===== src/rtl/cube_pkg.sv =====
package cube_pkg;

  // Product width for an operand width n.
  function automatic int unsigned prod_width(int unsigned n);
    return 3 * n + 1;
  endfunction

  // Correction word for the complemented terms.
  //   Each negatively weighted term t*2^w is entered as ~t*2^w, which adds 2^w.
  //   The sum of those 2^w is subtracted back modulo 2^(3n+1).
  //   One-sign-bit groups: three symmetric groups, each 2^(n-1)*(2^(n-1)-1)^2.
  //   All-sign-bit term:   2^(3n-3).
  function automatic int unsigned corr_const(int unsigned n);
    longint unsigned half;
    longint unsigned per_group;
    longint unsigned lost;
    longint unsigned modulus;
    half      = longint'(1) << (n - 1);
    per_group = half * (half - 1) * (half - 1);
    lost      = 3 * per_group + (longint'(1) << (3 * n - 3));
    modulus   = longint'(1) << (3 * n + 1);
    return int'((modulus - (lost % modulus)) % modulus);
  endfunction

endpackage


===== src/rtl/cube_ppgen.sv =====
module cube_ppgen #(
  parameter int unsigned N    = 3,
  parameter int unsigned W    = 3 * N + 1,
  parameter int unsigned ROWS = N * N
) (
  input  logic [N-1:0]            op_a,
  input  logic [N-1:0]            op_b,
  input  logic [N-1:0]            op_c,
  output logic [ROWS-1:0][W-1:0]  rows
);

  localparam int unsigned MSB = N - 1;

  // One row per (j,k) pair holds the terms a_i*b_j*c_k at weight i+j+k.
  // A term with an odd number of sign-bit indices is entered inverted.
  always_comb begin
    rows = '0;
    for (int j = 0; j < N; j++) begin
      for (int k = 0; k < N; k++) begin
        for (int i = 0; i < N; i++) begin
          logic       term;
          logic [1:0] nsign;
          term  = op_a[i] & op_b[j] & op_c[k];
          nsign = 2'(i == MSB) + 2'(j == MSB) + 2'(k == MSB);
          rows[j*N+k][i+j+k] = nsign[0] ? ~term : term;
        end
      end
    end
  end

  // with a zero operand, every entry equals its inversion flag
  always_comb begin
    if (op_a == '0) begin

      zero_row_chk: assert ((rows[0] & ~rows[N-1]) == '0)
        else $error("zero operand produced stray uninverted term");
    end
  end

endmodule


===== src/rtl/cube_csa_row.sv =====
module cube_csa_row #(
  parameter int unsigned W = 10
) (
  input  logic [W-1:0] x,
  input  logic [W-1:0] y,
  input  logic [W-1:0] z,
  output logic [W-1:0] s,
  output logic [W-1:0] cy
);

  // W independent full adders; the carry out of the top column is dropped
  // because the product is taken modulo 2^W.
  always_comb begin
    s     = x ^ y ^ z;
    cy    = '0;
    for (int i = 1; i < W; i++) begin
      cy[i] = (x[i-1] & y[i-1]) | (x[i-1] & z[i-1]) | (y[i-1] & z[i-1]);
    end
  end

  // a row keeps the modular sum of its three inputs
  logic [W-1:0] in_sum;
  logic [W-1:0] out_sum;
  always_comb begin
    in_sum  = x + y + z;
    out_sum = s + cy;

    csa_sum_chk: assert (in_sum == out_sum)
      else $error("carry-save row lost weight");
  end

endmodule


===== src/rtl/cube_cpa.sv =====
module cube_cpa #(
  parameter int unsigned W = 10
) (
  input  logic [W-1:0] x,
  input  logic [W-1:0] y,
  output logic [W-1:0] sum
);

  // Ripple carry-propagate row; carry beyond bit W-1 is discarded.
  always_comb begin
    logic carry;
    carry = 1'b0;
    sum   = '0;
    for (int i = 0; i < W; i++) begin
      sum[i] = x[i] ^ y[i] ^ carry;
      carry  = (x[i] & y[i]) | (carry & (x[i] ^ y[i]));
    end
  end

  // the ripple row is an adder modulo 2^W
  logic [W-1:0] ref_sum;
  always_comb begin
    ref_sum = x + y;

    cpa_sum_chk: assert (sum == ref_sum)
      else $error("carry-propagate row mismatch");
  end

endmodule


===== src/rtl/cube_array.sv =====
module cube_array #(
  parameter int unsigned N = 3
) (
  input  logic [N-1:0]   op_a,
  input  logic [N-1:0]   op_b,
  input  logic [N-1:0]   op_c,
  output logic [3*N:0]   prod
);

  localparam int unsigned W      = cube_pkg::prod_width(N);
  localparam int unsigned ROWS   = N * N;
  localparam int unsigned OPS    = ROWS + 1;
  localparam int unsigned STAGES = OPS - 2;
  localparam int unsigned CORR   = cube_pkg::corr_const(N);

  logic [ROWS-1:0][W-1:0]   pp_rows;
  logic [OPS-1:0][W-1:0]    ops;
  logic [STAGES-1:0][W-1:0] st_s;
  logic [STAGES-1:0][W-1:0] st_c;

  cube_ppgen #(.N(N), .W(W), .ROWS(ROWS)) i_ppgen (
    .op_a (op_a),
    .op_b (op_b),
    .op_c (op_c),
    .rows (pp_rows)
  );

  // Correction word is the last operand of the array.
  assign ops = {W'(CORR), pp_rows};

  // Linear carry-save array: each row folds one more operand in.
  for (genvar g = 0; g < STAGES; g++) begin : g_row
    if (g == 0) begin : g_first
      cube_csa_row #(.W(W)) i_csa (
        .x  (ops[0]),
        .y  (ops[1]),
        .z  (ops[2]),
        .s  (st_s[g]),
        .cy (st_c[g])
      );
    end else begin : g_next
      cube_csa_row #(.W(W)) i_csa (
        .x  (st_s[g-1]),
        .y  (st_c[g-1]),
        .z  (ops[g+2]),
        .s  (st_s[g]),
        .cy (st_c[g])
      );
    end
  end

  cube_cpa #(.W(W)) i_cpa (
    .x   (st_s[STAGES-1]),
    .y   (st_c[STAGES-1]),
    .sum (prod)
  );

  // ---------------------------------------------------------------- checks
  logic [W-1:0] ext_b;
  logic [W-1:0] ext_c;
  logic [W-1:0] bc;
  logic [W-1:0] neg_bc;

  always_comb begin
    ext_b  = {{(W-N){op_b[N-1]}}, op_b};
    ext_c  = {{(W-N){op_c[N-1]}}, op_c};
    bc     = ext_b * ext_c;
    neg_bc = '0 - bc;

    if (op_a == '0 || op_b == '0 || op_c == '0) begin

      zero_result_chk: assert (prod == '0)
        else $error("zero operand gave nonzero product");
    end

    if (op_a == N'(1)) begin

      unit_pos_chk: assert (prod == bc)
        else $error("+1 operand mismatch");
    end

    if (op_a == '1) begin

      unit_neg_chk: assert (prod == neg_bc)
        else $error("-1 operand mismatch");
    end

    if (op_a != '0 && op_b != '0 && op_c != '0) begin

      sign_rule_chk: assert (prod[W-1] == (op_a[N-1] ^ op_b[N-1] ^ op_c[N-1]))
        else $error("product sign disagrees with operand signs");
    end


    no_overflow_chk: assert (prod[W-1] == prod[W-2])
      else $error("product exceeds representable range");
  end

endmodule


===== config.mk =====
export PLATFORM = sky130hd
export DESIGN_NAME = cube_array
export DESIGN_NICKNAME = d
export VERILOG_FILES = /design/src/rtl/cube_pkg.sv /design/src/rtl/cube_ppgen.sv /design/src/rtl/cube_csa_row.sv /design/src/rtl/cube_cpa.sv /design/src/rtl/cube_array.sv
export SDC_FILE = /design/constraint.sdc
export NUM_CORES = 1
export LEC_CHECK = 0
export ABC_CLOCK_PERIOD_IN_PS = 7300
export BUFFER_PORTS_ARGS = -buffer_cell sky130_fd_sc_hd__buf_2
export CAP_MARGIN = 20
export CORE_MARGIN = 2
export CORE_UTILIZATION = 32
export DETAILED_ROUTE_END_ITERATION = 16
export SYNTH_ARGS = -nofsm -noshare
export SYNTH_HDL_FRONTEND = slang
export SYNTH_HIERARCHICAL = 1
export SYNTH_SLANG_ARGS = --single-unit

===== constraint.sdc =====
create_clock -name vclk -period 7.3
set_clock_uncertainty 0.1 [all_clocks]
set_input_delay 0 -clock vclk [all_inputs]
set_output_delay 0 -clock vclk [all_outputs]
set_load 0.005 [all_outputs]

==> metrics.txt <==
status=finished, final reports clean; DRT Pass-1 Iters=4; Die W=93.9 um; Synth cell types=9; crit-path cells=buf_2 -> and3_1 -> fa_1 -> fa_1 -> fa_1 -> fa_1 -> fa_1 -> fa_1 -> fa_1 -> fa_1 -> fa_1 -> fa_1 -> fa_1 -> fa_1 -> fa_1 -> fa_1 -> xor3_1 -> buf_2; Initial Util=33.3%; mean area per synthesized cell=12.5 um2; diode count=0; initial antenna violation count=0; vias per inst=3.60; total grt overflow=0; Antenna Nets Post-Route=0; most frequent cell on the critical path=fa_1; Hold Buf Count CTS=0; kind of end point of the critical path=output pin; sequential area share after synthesis=0%; met3 Use GR=0.0803%; Setup TNS=0 ps; Post-Syn Area=2580 um2; IO Pins=19; CORE AREA=7770 um2; most frequent cells in the layout=81 x conb_1, 80 x fa_1, 19 x buf_2; Final nets=314; gp weighted congestion=0.694; share of cells above drive strength 1=8.56%; CP Data Required Time=7200 ps; detailed placer's ending HPWL=2730 um; crit-path leading delay family=adder cells; Worst Path Buf+Inv=2; grt met1 use=8.50%; Critical Path Start=op_c[1]; Iter 0 DRT Violations=27; row count=32; register area=0 um2; Critical Setup Path Class=in -> out; Tcrit/Tclk final=94.6%; CTS resizes=0; residual DRC count=0; Layout area overhead=-2.23%; Worst Hold Endpoint=prod[6]; max incr delay on CP=560 ps; MaxCap Viol Count=0; Die Ht=93.9 um; count of pins over their slew limit=0; Total GRT Usage=7.94%; routed len/inst=8.56 um; Post-Syn Instances=206; met2 usage in global routing=17.8%; yosys warns=6; post-CTS setup buffers=0; clock buffers=0; GR peak layer=met2; Worst Path Arrival=6800 ps; DRT Wirelength=2770 um; die area=8810 um2; slowest stage cell, crit path=fa_1; worst hold path class=in -> out; Tmin final=6900 ps; final hold violation count=0; port bufs=19; critical-path maximum fanout=9; highest clock rate=145 MHz; cell count of the worst hold path=6; largest net degree at the start of global routing=10; detailed-route via count=1165; most common cell after layout, fill and taps aside=conb_1; vias in the first global route=1393; sequential cells=0; RSZ-0062 raised after global routing=no; Final setup violation count=0; Worst Setup Start Kind=primary input; first-pass GRT wire length=5740 um; hold path startpoint=op_a[2]
## cell usage after synthesis
library cell,instances,area [um2]
xor3_1,9,214
nand3_1,13,65.1
fa_1,80,1600
ha_1,1,12.5
and3_1,14,87.6
inv_1,5,18.8
conb_1,11,41.3
buf_2,2,10.0
buf_4,71,533
## area by class of cell
cell class                 instances  area (um2)
fill                             815        5240
tap                              102         128
multi-input combinational        198        2280
timing repair buffer              19        95.1
inverter                           5        18.8
## metrics by stage
step                area, um2  hold slack, ps  worst slack [ps]  std cells  util, %
detailed placement       2530             814               341        324     32.5
CTS                      2530             815               337        324     32.5
global placement         2530             796               385        324     32.5
finish                   2530             797               397        324     32.5
global route             2530             936               151        324     32.5
floorplan                2850             495               761        276        -
## layer usage
layer	vias to the layer above	wire, um
li1	517	-
met1	641	838
met2	7	1900
met3	0	36
met4	0	0
met5	-	0
## worst max-delay path by stage
stage / depth (start not counted) / to / slack, ps
after detailed placement: 18 / prod[9] / 340
final: 18 / prod[9] / 400
after floorplan: 17 / prod[9] / 760
after CTS: 18 / prod[9] / 340
after global routing: 18 / prod[9] / 150
after global placement: 18 / prod[9] / 380
## logic make-up after synthesis
kind of cell,Yosys count,share of synthesized area (%)
buffers and inverters,78,21.7
XOR/XNOR,9,8.28
adder cells (fa/ha/maj),81,62.5
other,11,1.60
AND/OR/NAND/NOR,27,5.91
## worst min-delay path: stages
cell	delay [ps]
buf_2	150
nand3_1	100
fa_1	190
fa_1	190
fa_1	160
buf_2	110
Power is not shown: default switching activity piles up to over one toggle a cycle in this logic, so the estimate is an artifact.
